### config.mk
export PLATFORM = sky130hd
export DESIGN_NAME = adc_seq_top
export DESIGN_NICKNAME = d
export VERILOG_FILES = /design/src/rtl/adc_seq_pkg.sv /design/src/rtl/adc_seq_sync.sv /design/src/rtl/adc_seq_ctrl.sv /design/src/rtl/adc_seq_correct.sv /design/src/rtl/adc_seq_rdport.sv /design/src/rtl/adc_seq_top.sv
export SDC_FILE = /design/constraint.sdc
export NUM_CORES = 1
export LEC_CHECK = 0
export ABC_CLOCK_PERIOD_IN_PS = 3000
export BUFFER_PORTS_ARGS = -buffer_cell sky130_fd_sc_hd__buf_2
export CORE_ASPECT_RATIO = 0.6
export CORE_MARGIN = 4
export CORE_UTILIZATION = 45
export DETAILED_ROUTE_END_ITERATION = 8
export HOLD_SLACK_MARGIN = 0.02
export PLACE_DENSITY_LB_ADDON = 0.2
export SYNTH_ARGS = -nofsm -noshare
export SYNTH_HDL_FRONTEND = slang
export SYNTH_SLANG_ARGS = --single-unit
### constraint.sdc
create_clock -name clk -period 3 [get_ports clk]
set_input_delay 0 -clock clk [delete_from_list [all_inputs] [get_ports clk]]
set_output_delay 0 -clock clk [all_outputs]
set_load 0.01 [all_outputs]
### src/rtl/adc_seq_pkg.sv
// Shared definitions for the two-pass conversion sequencer.
package adc_seq_pkg;
    // Phases of one conversion, in the order they are visited.
    typedef enum logic [2:0] {
        PH_IDLE   = 3'd0,
        PH_PASS1  = 3'd1,
        PH_SETTLE = 3'd2,
        PH_PASS2  = 3'd3,
        PH_LATCH  = 3'd4,
        PH_TAIL   = 3'd5
    } phase_t;
endpackage

### src/rtl/adc_seq_sync.sv
// Resynchronises the asynchronous convert-start input and emits a
// one-cycle pulse on its rising edge.
// Assumes: the input is held for at least two clock periods.
module adc_seq_sync #(
    parameter int STAGES = 2
) (
    input  logic clk,
    input  logic rst_n,
    input  logic async_i,
    output logic rise_o
);
    logic [STAGES-1:0] meta_q;
    logic              last_q;

    // Shift the async level through the synchroniser chain, keep previous value.
    always_ff @(posedge clk) begin
        if (!rst_n) begin
            meta_q <= '0;
            last_q <= 1'b0;
        end else begin
            meta_q <= {meta_q[STAGES-2:0], async_i};
            last_q <= meta_q[STAGES-1];
        end
    end

    assign rise_o = meta_q[STAGES-1] & ~last_q;
endmodule

### src/rtl/adc_seq_ctrl.sv
// Phase controller: steps pass one, settling, pass two, latch and tail,
// samples the two flash codes at the end of their passes, and decodes
// the hold and switch controls from the current phase.
// Assumes: all phase lengths are at least 1 cycle.
module adc_seq_ctrl
    import adc_seq_pkg::*;
#(
    parameter int CODE_W   = 9,
    parameter int T_PASS1  = 168,
    parameter int T_SETTLE = 48,
    parameter int T_PASS2  = 40,
    parameter int T_TAIL   = 2
) (
    input  logic              clk,
    input  logic              rst_n,
    input  logic              start_i,
    input  logic [CODE_W-1:0] coarse_i,
    input  logic [CODE_W-1:0] fine_i,
    output phase_t            phase_o,
    output logic [CODE_W-1:0] coarse_q_o,
    output logic [CODE_W-1:0] fine_q_o,
    output logic              latch_en_o
);
    localparam int MAX12 = (T_PASS1 > T_SETTLE) ? T_PASS1 : T_SETTLE;
    localparam int MAX34 = (T_PASS2 > T_TAIL) ? T_PASS2 : T_TAIL;
    localparam int MAXT  = (MAX12 > MAX34) ? MAX12 : MAX34;
    localparam int CNT_W = (MAXT > 1) ? $clog2(MAXT) : 1;
    localparam logic [CNT_W-1:0] END1 = CNT_W'(T_PASS1 - 1);
    localparam logic [CNT_W-1:0] ENDS = CNT_W'(T_SETTLE - 1);
    localparam logic [CNT_W-1:0] END2 = CNT_W'(T_PASS2 - 1);
    localparam logic [CNT_W-1:0] ENDT = CNT_W'(T_TAIL - 1);

    phase_t           phase_q, phase_d;
    logic [CNT_W-1:0] cnt_q;

    // Choose the next phase from the current phase and its cycle count.
    always_comb begin
        phase_d = phase_q;
        unique case (phase_q)
            PH_IDLE:   if (start_i)       phase_d = PH_PASS1;
            PH_PASS1:  if (cnt_q == END1) phase_d = PH_SETTLE;
            PH_SETTLE: if (cnt_q == ENDS) phase_d = PH_PASS2;
            PH_PASS2:  if (cnt_q == END2) phase_d = PH_LATCH;
            PH_LATCH:                     phase_d = PH_TAIL;
            PH_TAIL:   if (cnt_q == ENDT) phase_d = PH_IDLE;
            default:                      phase_d = PH_IDLE;
        endcase
    end

    // Register the phase and restart the cycle counter on each change.
    always_ff @(posedge clk) begin
        if (!rst_n) begin
            phase_q <= PH_IDLE;
            cnt_q   <= '0;
        end else begin
            phase_q <= phase_d;
            cnt_q   <= (phase_d != phase_q) ? '0 : cnt_q + 1'b1;
        end
    end

    // Capture each flash code on the last cycle of its pass.
    always_ff @(posedge clk) begin
        if (!rst_n) begin
            coarse_q_o <= '0;
            fine_q_o   <= '0;
        end else begin
            if (phase_q == PH_PASS1 && phase_d == PH_SETTLE) coarse_q_o <= coarse_i;
            if (phase_q == PH_PASS2 && phase_d == PH_LATCH)  fine_q_o   <= fine_i;
        end
    end

    assign phase_o    = phase_q;
    assign latch_en_o = (phase_q == PH_LATCH);
endmodule

### src/rtl/adc_seq_correct.sv
// Merges coarse and fine codes into the output word and holds it.
// The fine code carries an offset of half its range; the sum is clamped
// to the offset-binary range and the top bit inverted for two's complement.
// Assumes: RES_W > CODE_W.
module adc_seq_correct #(
    parameter int CODE_W = 9,
    parameter int RES_W  = 16
) (
    input  logic              clk,
    input  logic              rst_n,
    input  logic              load_i,
    input  logic [CODE_W-1:0] coarse_i,
    input  logic [CODE_W-1:0] fine_i,
    output logic [RES_W-1:0]  result_o
);
    localparam int SHIFT = RES_W - CODE_W;
    localparam int SUM_W = RES_W + 2;
    localparam logic signed [SUM_W-1:0] FINE_OFS = SUM_W'(1 << (CODE_W - 1));
    localparam logic signed [SUM_W-1:0] TOP      = SUM_W'((1 << RES_W) - 1);

    logic signed [SUM_W-1:0] sum;
    logic [RES_W-1:0]        clamped;

    // Offset-corrected sum of both passes with clamping.
    always_comb begin
        sum = (SUM_W'(coarse_i) <<< SHIFT) + SUM_W'(fine_i) - FINE_OFS;
        if (sum < 0)        clamped = '0;
        else if (sum > TOP) clamped = '1;
        else                clamped = sum[RES_W-1:0];
    end

    // Output latch, written once per conversion.
    always_ff @(posedge clk) begin
        if (!rst_n)      result_o <= '0;
        else if (load_i) result_o <= {~clamped[RES_W-1], clamped[RES_W-2:0]};
    end
endmodule

### src/rtl/adc_seq_rdport.sv
// Read port: drives the latched result while select and read are low,
// as one word or as a selectable byte.
// Assumes: RES_W is twice 8 when BYTE_READ is set.
module adc_seq_rdport #(
    parameter int RES_W     = 16,
    parameter bit BYTE_READ = 1'b0,
    localparam int DATA_W   = BYTE_READ ? RES_W / 2 : RES_W
) (
    input  logic [RES_W-1:0]  result_i,
    input  logic              cs_n_i,
    input  logic              rd_n_i,
    input  logic              byte_hi_i,
    output logic [DATA_W-1:0] data_o,
    output logic              oe_o
);
    assign oe_o = ~cs_n_i & ~rd_n_i;

    generate
        if (BYTE_READ) begin : g_byte
            // Pick the requested half of the result.
            always_comb data_o = byte_hi_i ? result_i[RES_W-1:DATA_W] : result_i[DATA_W-1:0];
        end else begin : g_word
            logic unused_sel;
            assign unused_sel = byte_hi_i;
            // Whole word straight through.
            always_comb data_o = result_i;
        end
    endgenerate
endmodule

### src/rtl/adc_seq_top.sv
// Two-pass conversion sequencer top: start synchroniser, phase controller,
// correction latch and read port.
// Assumes: flash codes are stable at the end of their pass.
module adc_seq_top
    import adc_seq_pkg::*;
#(
    parameter int CODE_W    = 9,
    parameter int RES_W     = 16,
    parameter int T_PASS1   = 168,
    parameter int T_SETTLE  = 48,
    parameter int T_PASS2   = 40,
    parameter int T_TAIL    = 2,
    parameter bit BYTE_READ = 1'b0,
    localparam int DATA_W   = BYTE_READ ? RES_W / 2 : RES_W
) (
    input  logic              clk,
    input  logic              rst_n,
    input  logic              conv_start_i,
    input  logic [CODE_W-1:0] coarse_code_i,
    input  logic [CODE_W-1:0] fine_code_i,
    output logic              busy_o,
    output logic              input_hold_o,
    output logic              res_sw_settle_o,
    output logic              res_sw_pass2_o,
    output logic              res_hold_o,
    output logic [RES_W-1:0]  dac_word_o,
    input  logic              cs_n_i,
    input  logic              rd_n_i,
    input  logic              byte_hi_i,
    output logic [DATA_W-1:0] data_o,
    output logic              data_oe_o
);
    localparam int SHIFT = RES_W - CODE_W;

    logic              start_pulse;
    phase_t            phase;
    logic [CODE_W-1:0] coarse_q, fine_q;
    logic              latch_en;
    logic [RES_W-1:0]  result_q;

    adc_seq_sync #(.STAGES(2)) sync_i (
        .clk(clk), .rst_n(rst_n), .async_i(conv_start_i), .rise_o(start_pulse)
    );

    adc_seq_ctrl #(
        .CODE_W(CODE_W), .T_PASS1(T_PASS1), .T_SETTLE(T_SETTLE),
        .T_PASS2(T_PASS2), .T_TAIL(T_TAIL)
    ) ctrl_i (
        .clk(clk), .rst_n(rst_n), .start_i(start_pulse),
        .coarse_i(coarse_code_i), .fine_i(fine_code_i),
        .phase_o(phase), .coarse_q_o(coarse_q), .fine_q_o(fine_q),
        .latch_en_o(latch_en)
    );

    adc_seq_correct #(.CODE_W(CODE_W), .RES_W(RES_W)) corr_i (
        .clk(clk), .rst_n(rst_n), .load_i(latch_en),
        .coarse_i(coarse_q), .fine_i(fine_q), .result_o(result_q)
    );

    adc_seq_rdport #(.RES_W(RES_W), .BYTE_READ(BYTE_READ)) rd_i (
        .result_i(result_q), .cs_n_i(cs_n_i), .rd_n_i(rd_n_i),
        .byte_hi_i(byte_hi_i), .data_o(data_o), .oe_o(data_oe_o)
    );

    // Analog control decode from the current phase.
    always_comb begin
        busy_o          = (phase == PH_IDLE);
        input_hold_o    = (phase == PH_PASS1) || (phase == PH_SETTLE);
        res_sw_settle_o = input_hold_o;
        res_sw_pass2_o  = (phase == PH_PASS2);
        res_hold_o      = (phase == PH_PASS2);
    end

    assign dac_word_o = {coarse_q, {SHIFT{1'b0}}};
endmodule

# Word-level counts from Yosys, hierarchy flattened
# Index checks and enable logic that the tools add are counted.
# W data, S select, Z words.
[classes]
n_reduce_logical = 5
n_addsub = 3
muxes = 8
eq_ne = 12
order_cmp = 2
n_bitwise = 7
[op_table]
columns = ["op", "count"]
rows = [
  ["$mux W16", 2],
  ["$gt A18 B17 Y1 const B", 1],
  ["$lt A18 B1 Y1 const B", 1],
  ["$pmux W3 S6", 1],
  ["$sub A17 B9 Y18 const B", 1],
  ["$add A16 B9 Y17", 1],
  ["$eq A8 B6 Y1 const B", 2],
  ["$mux W3", 5],
  ["$eq A3 B2 Y1 const B", 3],
  ["$eq A3 B3 Y1 const B", 3],
  ["$add A8 B1 Y8 const B", 1],
  ["$eq A8 B1 Y1 const B", 1],
  ["$eq A8 B8 Y1 const B", 1],
  ["$not A1 Y1", 5],
  ["$eq A3 B1 Y1 const B", 1],
  ["$logic_not A3 Y1", 1],
  ["$ne A3 B3 Y1", 1],
  ["$and A1 B1 Y1", 2],
  ["$logic_and A1 B1 Y1", 2],
  ["$reduce_or A2 Y1", 1],
  ["$logic_or A1 B1 Y1", 1],
]
[word_totals]
wordCells = 44
output_inout_bits = 38
in_bits = 24
regBits = 48

# Depth between registers and ports, before layout
# Gate-level depths: netlist of run 1.
[logic_depth]
depth_word = 6
depth_mapped = 13
ltp_nobuf = 12

# Cells and area by module
# A second synthesis of run 1 with hierarchy kept.
[hier_totals]
hier_cells = 318
hier_area_um2 = 2750.1
[modules_own_cells]
columns = ["module", "cells_each", "n_inst", "area_per_inst_um2", "seq_area_each_um2"]
rows = [
  ["adc_seq_ctrl", 142, 1, 1271.2, 580.6],
  ["adc_seq_correct", 137, 1, 1166.1, 320.3],
  ["adc_seq_rdport", 17, 1, 123.9, 0.0],
  ["adc_seq_top", 15, 1, 96.3, 0.0],
  ["adc_seq_sync", 7, 1, 92.6, 60.1],
]

# Least setup slack after synthesis of run 1
# No wires, ideal clock.
[synth_path]
path_kind = "register to register"
from = "register ctrl_i.coarse_q_o[1]"
to = "register corr_i.result_o[10]"
period_less_slack_ns = 2.671
arrival_ns = 2.532
n_path_buf = 1
setup_ns = 0.139
slack_ns = 0.329
stages_incl_launch_ff = 14
required_ns = 2.861
cell_sequence = "dfxtp_1 > inv_1 > ha_1 > inv_1 > ha_1 > inv_1 > fa_1 > inv_1 > a21o_1 > a211o_1 > o31ai_1 > xnor2_1 > clkbuf_1 > a22oi_1"
[synth_via]
elab_chain_cells = 5
elab_cells_between_ends = 6
cone_classes = "2 x add/sub; 2 x order compare; 2 x mux"
[synth_lines]
columns = ["item", "line_no", "text"]
rows = [
  ["from (decl)", "adc_seq_ctrl.sv:20", "output logic [CODE_W-1:0] coarse_q_o,"],
  ["from (signal assigned)", "adc_seq_ctrl.sv:67", "if (phase_q == PH_PASS1 && phase_d == PH_SETTLE) coarse_q_o <= coarse_i;"],
  ["$add A16 B9 Y17 (*)", "adc_seq_correct.sv:26", "sum = (SUM_W'(coarse_i) <<< SHIFT) + SUM_W'(fine_i) - FINE_OFS;"],
  ["$sub A17 B9 Y18 (*)", "adc_seq_correct.sv:26", ""],
  ["$gt A18 B17 Y1", "adc_seq_correct.sv:28", "else if (sum > TOP) clamped = '1;"],
  ["$mux W16", "adc_seq_correct.sv:28", ""],
  ["$mux W16 (*)", "adc_seq_correct.sv:27", "if (sum < 0) clamped = '0;"],
  ["to (signal assigned)", "adc_seq_correct.sv:35", "else if (load_i) result_o <= {~clamped[RES_W-1], clamped[RES_W-2:0]};"],
  ["to (decl)", "adc_seq_correct.sv:14", "output logic [RES_W-1:0] result_o"],
]
# Every way passes the cells marked *; elsewhere a longest branch is shown, timed or not.
# A chain may end at the register's enable or synchronous reset.

# Worst setup path after layout of run 1
[layout_path]
from = "register ctrl_i.coarse_q_o[1]"
to = "register corr_i.result_o[15]"
[layout_via]
elab_chain_cells = 6
elab_cells_between_ends = 7
cone_classes = "2 x add/sub; 2 x order compare; 2 x mux; 1 x bitwise"
[layout_lines]
columns = ["item", "line_no"]
rows = [
  ["$add A16 B9 Y17 (*)", "adc_seq_correct.sv:26"],
  ["$sub A17 B9 Y18 (*)", "adc_seq_correct.sv:26"],
  ["$gt A18 B17 Y1", "adc_seq_correct.sv:28"],
  ["$mux W16", "adc_seq_correct.sv:28"],
  ["$mux W16 (*)", "adc_seq_correct.sv:27"],
  ["$not A1 Y1 (*)", "adc_seq_correct.sv:35"],
]
# Marks and branches as above.

==> run metrics, run 1 <==
CP dominant cell by count inv_1; Final ANT Viol Nets 0; Gate power share 7.3%; IO Port Bufs 53; Routed Wire Length 5812 um; Tmin final 2.654 ns; Worst-Skew Late Latency roughly 0.31 ns; Post-Syn Area per Cell 8.909 um^2; CP bufs+invs 5; Register-to-Register Path Depth 13; Critical Path Stages 13; Hold Path Stages 4; NetSw between 0.0002 and 0.0003 W; I/O pins 62; via/cell ratio 4.990; Post-CTS Resized 0; internal power 0.0009436 W; family with the most delay on the worst path compound AO/OA/AOI/OAI gates; final net count between 300 and 400; Post-synth EDFFs 0; max-cap viol count 0; Clk network pwr share 39.6%; register area share after synthesis 38.11%; Initial DRT Pass Iterations 4; Starting Density 48.21%; synthesized area 2521 um^2; Yosys reg bits 48; prevailing post-synth register cell dfxtp_1; final-report hold violation count 0; critical path class reg2reg; clock buffer depth 2; CTS HTree Levels 2; ANT cells 0; CORE AREA 5230 um^2; clock sinks 48; Die W ~100 um; post-route clock period utilization 88.46%; Slew HR 31.40%; # rows 20; DR vias 2,086; Sw Share 23.22%; slowest CP cell dfxtp_1; asr flop ratio synth 0%; post-place setup slack 0.3909 ns; CP Launch Type register; leakage 1.523 nW; Worst Tran Pin Value 1.027 ns; first-pass GRT wire length around 9800 um; Worst path max stage delay 0.36 ns; crit end category register; commonest non-fill, non-tap cell in the layout buf_2; number of buffers created by CTS 5; fin worst setup slack 0.3463 ns; initial antenna violation count 0; clk root buf clkbuf_8; clock slew at reported path FFs 0.10 ns; outcome completed; crit path cell chain inv_1, ha_1, inv_1, ha_1, inv_1, fa_1, inv_1, a21o_1, a211o_1, o31ai_1, xnor2_1, buf_4, a41o_1; gr usage total 17.85%; Syn-to-layout area delta 23.52%; PwrDens 394.6 nW/um^2; CP Data Required Time 3.20 ns; warnings from Yosys 0; share of cells above drive strength 1 20.17%; post-synth top area cell dfxtp_1; gr ovfl total 0; largest net degree at the start of global routing 33; critical path arrival 2.85 ns; top-area cell type share of the netlist area 38.11%; CP max FO 15; register share of total power a little over half; RSZ-0062 raised after global routing false; Max Freq ~0.38 GHz; Die ar. approximately 6900 um^2; TritonCTS clock tree built; Mapped Cells between 200 and 300; vias in the first global route 2,019; synth top area cells dfxtp_1 38%, mux2i_1 7.1%, ha_1 6.9%; worst min path class in2reg; Max Slew Vio Count 0; clk_skew 0.01036 ns; Die Span Y between 60 and 70 um; Placer Congestion 0.8766; Distinct cells, synth 43; most frequent cells in the layout 53 x buf_2, 48 x dfxtp_1, 29 x nand2_1, 26 x nor2b_1, 19 x dlygate4sd3_1; Setup TNS Final 0 ns; setup violators final 0; Final HPWL DP about 4100 um; post-CTS repair timing setup buffer count 0; drt drc 0; Avg WL per Cell 13.90 um; peak supply drop 0.2401 mV; total chip power roughly 0.0012 W; Initial DRC Count 130
## cell type report
cell class	instances	area, um^2
fill	469	2116
inverter	16	60.06
timing repair buffer	76	485.5
clock inverter	3	46.29
clock buffer	5	68.82
tap	66	82.58
multi-input combinational	204	1410
sequential	48	960.9
## what timing repair did
action / 4_1_cts / 5_1_grt
hold buffers: 19 / 0
endpoints found under the hold margin: 19 / 0
setup endpoints to repair: 0 / 0
## per-stage QoR
stage	utilization, %	cell area [um^2]	instances	hold slack (ns)
after floorplan	-	2544	289	0.04292
after global placement	53.71	2809	391	0.2118
after detailed placement	53.71	2809	391	0.2128
after CTS	59.55	3114	418	0.2008
after global routing	59.55	3114	418	0.2267
final	59.55	3114	418	0.2113
## worst register-to-register path: stages, from the launching register on
cell,delay (ns)
dfxtp_1,0.36
inv_1,0.05
ha_1,0.27
inv_1,0.04
ha_1,0.20
inv_1,0.07
fa_1,0.20
inv_1,0.05
a21o_1,0.17
a211o_1,0.34
o31ai_1,0.28
xnor2_1,0.10
buf_4,0.20
a41o_1,0.24
## path summary, 6_finish.rpt
path,start,end,slack (ns)
setup / recovery,ctrl_i.coarse_q_o[1]$_SDFFE_PN0P_,corr_i.result_o[15]$_SDFFE_PN0N_,0.35
hold / removal,rst_n,corr_i.result_o[12]$_SDFFE_PN0N_,0.21
setup reg to reg,ctrl_i.coarse_q_o[1]$_SDFFE_PN0P_,corr_i.result_o[15]$_SDFFE_PN0N_,0.35
hold reg to reg,sync_i.meta_q[0]$_SDFF_PN0_,sync_i.meta_q[1]$_SDFF_PN0_,0.44
## sequential cells by signal, indices dropped and copies added, names as in the netlist
name	flops
corr_i.result_o	16
ctrl_i.coarse_q_o	9
ctrl_i.fine_q_o	9
ctrl_i.cnt_q	8
ctrl_i.phase_o	3
sync_i.meta_q	2
sync_i.last_q	1
## per-layer routing
metal | global-route usage (%) | share of wire (%)
met3 | 4.683 | 5.4
met5 | 0 | 0
met4 | 4.910 | 1.0
met1 | 25.68 | 54
met2 | 26.29 | 39
## logic make-up after synthesis
| logic type | count (synthesis) | share of synthesized area [%] |
|---|---|---|
| other cells | 1 | 0.1487 |
| xor+xnor | 16 | 5.558 |
| mux | 19 | 7.593 |
| flops | 48 | 38.11 |
| simple gates | 96 | 20.55 |
| fa+ha+maj | 15 | 7.742 |
| buf+inv | 37 | 6.848 |
| compound gates | 51 | 13.45 |
## synthesized netlist by cell type (5+ instances only)
master    number
inv_1         16
buf_4          9
nor2_1        16
ha_1          14
a22oi_1       11
clkbuf_1      12
dfxtp_1       48
a21oi_1       16
nand2_1       29
nand3_1        5
xnor2_1       12
nor2b_1       26
mux2i_1       18
## power groups by stage
stage,clock network (W),registers (W),logic [W]
after floorplan,0,0.000663,0.0000522
after global placement,0,0.000667,0.0000693
after detailed placement,0,0.000668,0.0000700
after CTS,0.000496,0.000653,0.0000890
after global routing,0.000526,0.000655,0.0000996
final,0.000486,0.000653,0.0000896
Note: power is estimated with default switching activity, not from simulation.
==> inputs of run 2 (changes only) <==
--- a/config.mk
+++ b/config.mk
@@ -5,6 +5,7 @@
 export SDC_FILE = /design/constraint.sdc
 export NUM_CORES = 1
 export LEC_CHECK = 0
+export ABC_AREA = 1
 export ABC_CLOCK_PERIOD_IN_PS = 3000
 export BUFFER_PORTS_ARGS = -buffer_cell sky130_fd_sc_hd__buf_2
 export CORE_ASPECT_RATIO = 0.6
==> run 2 against run 1 <==
  * Flip-flop and latch count stayed put
  * Clock skew is 0.0013 ns higher
  * Combinational power is 4.6% lower
  * Maximum frequency is 4.8% higher
  * Clock power is 1% lower
==> run metrics, run 2 <==
Routed Wire Length 5766 um; max-cap viol count 0; CP dominant cell by count nand2_1; post-route clock period utilization 84.37%; TritonCTS clock tree built; synth top area cells dfxtp_1 37%, nand2_1 14%, inv_1 7.5%; commonest non-fill, non-tap cell in the layout nand2_1; most numerous cell in the Yosys netlist nand2_1; warnings from Yosys 0; CP max FO 16; top-area cell type share of the netlist area 36.96%; family with the most delay on the worst path simple AND/OR/NAND/NOR gates; clock slew at reported path FFs 0.10 ns; Worst path max stage delay 0.39 ns; Final ANT Viol Nets 0; Max Slew Vio Count 0; slowest CP cell fa_1; Die ar. 7098 um^2; via/cell ratio 4.449; crit path cell chain inv_1, ha_1, inv_1, ha_1, inv_1, fa_1, nand3b_1, nand2_1, nand2_1, nand2_1, nand2_1, nand2_2, nand2_1, nand2_1, a21oi_1; worst min path class in2reg; Max Freq 0.3951 GHz; post-place setup slack approximately 0.5 ns; Post-synth EDFFs 0; register area share after synthesis between 30% and 40%; setup violators final 0; number of flip-flops in the largest register 16; clk_skew 0.01168 ns; critical path arrival 2.71 ns; first-pass GRT wire length 9632 um; peak supply drop ~0.18 mV; Die Span Y 66.88 um; number of buffers created by CTS 5; post-CTS repair timing setup buffer count 0; Die W ~110 um; critical path class reg2reg; most frequent cells in the layout 99 x nand2_1, 53 x buf_2, 52 x inv_1, 48 x dfxtp_1, 38 x a21oi_1; Initial DRC Count 110; Post-Syn Area per Cell 7.046 um^2; Initial DRT Pass Iterations 4; Slew HR 54.82%; CP Data Required Time 3.18 ns; outcome completed; clock buffer depth 2; Worst-Skew Late Latency 0.30 ns; PwrDens 387.0 nW/um^2; synthesized area 2600 um^2; Final HPWL DP 4249 um; drt drc 0; CORE AREA between 5000 and 6000 um^2; final net count 473; CTS HTree Levels 2; gr busiest metal met1; GR Util met2 23.82%; Avg WL per Cell around 11 um; crit end category register; I/O pins 62; # rows 21; Largest regs corr_i.result_o x16, ctrl_i.coarse_q_o x9, ctrl_i.fine_q_o x9; Yosys reg bits 48; Mapped Cells 369; Setup TNS Final 0 ns; Placer Congestion about 0.86; fin worst setup slack 0.4688 ns; gr ovfl total 0; RSZ-0062 raised after global routing false; largest net degree at the start of global routing 25; initial antenna violation count 0; Starting Density 46.46%; leakage between 1 and 1.5 nW; final-report hold violation count 0; clk root buf clkbuf_8; CP Launch Type register; gr usage total approximately 17%; Syn-to-layout area delta 20.84%; vias in the first global route 2,051; fillcell total 558; Worst Tran Pin Value 0.6758 ns; IO Port Bufs 53; design area 3142 um^2; post-synth top area cell dfxtp_1; DR vias 2,291; share of cells above drive strength 1 18.85%; Distinct cells, synth 29; asr flop ratio synth 0%; prevailing post-synth register cell dfxtp_1; met3 usage 3.969%; Most flops, register corr_i.result_o; met1 usage 25.23%; top cells by count, synth 99 x nand2_1, 52 x inv_1, 48 x dfxtp_1; ANT cells 0; CP bufs+invs 3; Tmin final 2.531 ns; Area after DPL 2846 um^2; clock sinks between 40 and 50
## run 2: changes by cell type after synthesis, moves of 9 or more
cell      before  now
a21oi_1       16   38
inv_1         16   52
mux2i_1       18    0
nand3_1        5   18
o21ai_0        4   19
xnor2_1       12    3
clkbuf_1      12    3
a22oi_1       11    0
nor2b_1       26    0
nand2_1       29   99
## run 2: cells by family (layout without fill, tap and decap cells)
kind of cell / count (synthesis) / count (layout) / synth area share [%]
simple gates: 157 / 157 / 26.32
buf+inv: 79 / 139 / 14.10
compound gates: 60 / 60 / 11.93
flops: 48 / 48 / 36.96
fa+ha+maj: 15 / 15 / 7.507
xor+xnor: 9 / 9 / 3.032
other cells: 1 / 7 / 0.1442
## run 2: path summary, 6_finish.rpt
check                                     from                           endpoint  slack [ns]  depth (start not counted)
min reg2reg        sync_i.meta_q[0]$_SDFF_PN0_        sync_i.meta_q[1]$_SDFF_PN0_        0.43                          2
min                           coarse_code_i[8]  ctrl_i.coarse_q_o[8]$_SDFFE_PN0P_        0.04                          3
max          ctrl_i.coarse_q_o[1]$_SDFFE_PN0P_    corr_i.result_o[0]$_SDFFE_PN0N_        0.47                         15
max reg2reg  ctrl_i.coarse_q_o[1]$_SDFFE_PN0P_    corr_i.result_o[0]$_SDFFE_PN0N_        0.47                         15
## run 2: cell type report
cell class / count / area [um^2] / share of cell area [%]
flip-flops and latches: 48 / 960.9 / 30.59
inverters: 60 / 225.2 / 7.168
clock inverters: 3 / 46.29 / 1.474
multi-input cells: 248 / 1295 / 41.22
repair buffers: 71 / 445.4 / 14.18
well taps: 80 / 100.1 / 3.186
clock buffers: 5 / 68.82 / 2.190
## run 2: metal layers
layer,wire [um],up-vias
met5,0,-
met4,64,0
met3,283,6
met2,2161,55
met1,3256,974
li1,-,1256
## run 2: worst register-to-register path, cell delays in order (launching register included)
cell and delay, ns:
dfxtp_1 0.33, inv_1 0.07, ha_1 0.29, inv_1 0.06
ha_1 0.19, inv_1 0.07, fa_1 0.39, nand3b_1 0.18
nand2_1 0.14, nand2_1 0.10, nand2_1 0.06, nand2_1 0.06
nand2_2 0.26, nand2_1 0.09, nand2_1 0.09, a21oi_1 0.06
## run 2: metrics by stage
step                      util, %  power (W)  cells  hold WS (ns)
after CTS                   56.14   0.001232    515       0.02589
after global placement      50.86  0.0007310    489        0.1797
final                       56.14   0.001216    515       0.03694
after floorplan                 -  0.0007136    375       0.04292
after detailed placement    50.86  0.0007314    489        0.1867
after global routing        56.14   0.001270    515       0.06118
## run 2: report_power, final
part / total [W] / internal (W) / switching (W)
Combinational: 0.0000855 / 0.0000418 / 0.0000437
Sequential: 0.000649 / 0.000643 / 0.00000574
Clock: 0.000481 / 0.000251 / 0.000230
Total: 0.00122 / 0.000936 / 0.000279
## run 2: timing repair
item                      4_1_cts  5_1_grt
hold buffers                   18        0
gates resized for setup         0        0
hold endpoints to repair       18        0
==> inputs of run 3 (changes only) <==
--- a/config.mk
+++ b/config.mk
@@ -5,8 +5,8 @@
 export SDC_FILE = /design/constraint.sdc
 export NUM_CORES = 1
 export LEC_CHECK = 0
-export ABC_AREA = 1
-export ABC_CLOCK_PERIOD_IN_PS = 3000
+export ABC_AREA = 0
+export ABC_CLOCK_PERIOD_IN_PS = 2300
 export BUFFER_PORTS_ARGS = -buffer_cell sky130_fd_sc_hd__buf_2
 export CORE_ASPECT_RATIO = 0.6
 export CORE_MARGIN = 4
==> constraint.sdc (replaced) <==
create_clock -name clk -period 2.3 [get_ports clk]
set_input_delay 0 -clock clk [delete_from_list [all_inputs] [get_ports clk]]
set_output_delay 0 -clock clk [all_outputs]
set_load 0.01 [all_outputs]
==> run 3 against run 2 <==
  * The run now ends with setup timing left
  * Non-clock buffer count rose by 16
  * Maximum frequency up 8.3%
  * Clock power grew 13%
  * Clock skew is essentially flat
  * Utilization is 6.5 points higher
  * Flip-flop and latch count stayed put
  * Register-to-register slack worse by 0.50 ns
  * Total power increased by 24%
  * Design area is 4.3% higher
  * Count of clock-buffer cells in the layout increased by 1
  * Critical path type unchanged
==> run metrics, run 3 (synthesized netlist as in run 1, its figures left out) <==
Most flops, register corr_i.result_o; vias in the first global route 1,996; Largest regs corr_i.result_o x16, ctrl_i.coarse_q_o x9, ctrl_i.fine_q_o x9; gr ovfl total 0; TritonCTS clock tree built; IO Port Bufs 53; initial antenna violation count 0; max-cap viol count 0; peak supply drop approximately 0.25 mV; Avg WL per Cell 13.97 um; CTS HTree Levels 2; Setup TNS Final -0.3030 ns; drt drc 0; fillcell total 463; I/O pins 62; first-pass GRT wire length 9735 um; commonest non-fill, non-tap cell in the layout buf_2; number of flip-flops in the largest register 16; clock slew at reported path FFs 0.09 ns; final net count 401; clk_skew 0.01133 ns; crit path cell chain inv_2, ha_4, inv_2, ha_4, inv_2, fa_2, inv_2, a21o_1, a211o_1, o31ai_4, xnor2_2, buf_12, a31oi_1; # rows 20; clock buffer depth 2; Syn-to-layout area delta 29.93%; number of buffers created by CTS 5; fin worst setup slack -0.03612 ns; leakage 1.608 nW; worst min path class in2reg; critical path arrival 2.54 ns; Max Freq 0.4281 GHz; Initial DRC Count around 120; CP bufs+invs 5; RSZ-0062 raised after global routing true; Tmin final 2.336 ns; Max Slew Vio Count 0; Multi-input gate area 1476 um^2; largest net degree at the start of global routing 33; CP max FO 14; Initial DRT Pass Iterations 4; Worst-Skew Late Latency 0.32 ns; CORE AREA ~5200 um^2; clock sinks 48; final-report hold violation count 0; post-route clock period utilization 101.6%; setup violators final 15; Reg area 963.4 um^2; Worst path max stage delay 0.34 ns; slowest CP cell dfxtp_2; CP dominant cell by count inv_2; Final HPWL DP about 4200 um; Worst Tran Pin Value 0.9001 ns; PwrDens 461.7 nW/um^2; Slew HR 39.87%; critical path class reg2reg; Starting Density 48.21%; most frequent cells in the layout 53 x buf_2, 46 x dfxtp_1, 29 x nand2_1, 26 x nor2b_1, 19 x dlygate4sd3_1; clk root buf clkbuf_8; Die W 104.6 um; share of cells above drive strength 1 26.72%; Final ANT Viol Nets 0; CP Launch Type register; DR vias 2,109; CP Data Required Time 2.51 ns; gr usage total approximately 18%; Routed Wire Length 5992 um; ANT cells 0; via/cell ratio approximately 5; total chip power 0.001512 W; crit end category register; Die Span Y roughly 66 um; family with the most delay on the worst path compound AO/OA/AOI/OAI gates; outcome finished with violations; Placer Congestion 0.8322; Die ar. between 6000 and 7000 um^2; failing checks setup timing
==> run 3: worst paths after layout <==
kind	slack (ns)	cells past startpoint	to	from
worst min-delay path	0.22	4	corr_i.result_o[11]$_SDFFE_PN0N_	rst_n
worst max register to register	-0.04	13	corr_i.result_o[9]$_SDFFE_PN0N_	ctrl_i.fine_q_o[8]$_SDFFE_PN0P_
worst max-delay path	-0.04	13	corr_i.result_o[9]$_SDFFE_PN0N_	ctrl_i.fine_q_o[8]$_SDFFE_PN0P_
worst min register to register	0.46	1	sync_i.meta_q[1]$_SDFF_PN0_	sync_i.meta_q[0]$_SDFF_PN0_
==> run 3: routing by layer <==
metal / wire, um / track usage (%)
met5: 0 / 0
met4: 25 / 4.910
met3: 418 / 4.878
met2: 2417 / 25.48
met1: 3132 / 26.24
==> run 3: final cells by class <==
type / count / area share (%)
multi-input combinational: 204 / 45.07
sequential: 48 / 29.41
timing repair buffer: 87 / 18.22
clock buffer: 6 / 2.521
tap: 66 / 2.521
inverter: 16 / 1.833
clock inverter: 2 / 0.4202
==> run 3: power breakdown <==
group	total [W]	internal, W	switching, W
Sequential	0.000851	0.000839	0.0000121
Clock	0.000544	0.000246	0.000298
Combinational	0.000117	0.0000635	0.0000534
==> run 3: per-stage QoR <==
| stage | hold WS [ns] | setup slack (ns) | instances | util (%) | cell area, um^2 |
|---|---|---|---|---|---|
| 2_1_floorplan | 0.04292 | -0.1251 | 289 | - | 2581 |
| 3_3_place_gp | 0.2078 | -0.03587 | 401 | 56.15 | 2937 |
| 3_5_place_dp | 0.2122 | -0.09392 | 401 | 56.15 | 2937 |
| 4_1_cts | 0.2060 | -0.04787 | 429 | 61.79 | 3232 |
| 5_1_grt | 0.2286 | -0.1691 | 429 | 62.63 | 3276 |
| 6_report | 0.2180 | -0.03612 | 429 | 62.63 | 3276 |
==> run 3: worst min-delay path, delay by kind of cell <==
family	cells	cell delay (ns)
buffers and inverters	2	0.34
AOI/OAI and AO/OA	2	0.16
==> run 3: what timing repair did <==
item | in CTS | in global routing
endpoints found under the hold margin | 19 | 0
setup buffers | 1 | 0
hold buffers | 19 | 0
pin swaps | 2 | 2
endpoints found under the setup margin | 16 | 16
gates resized for setup | 3 | 8
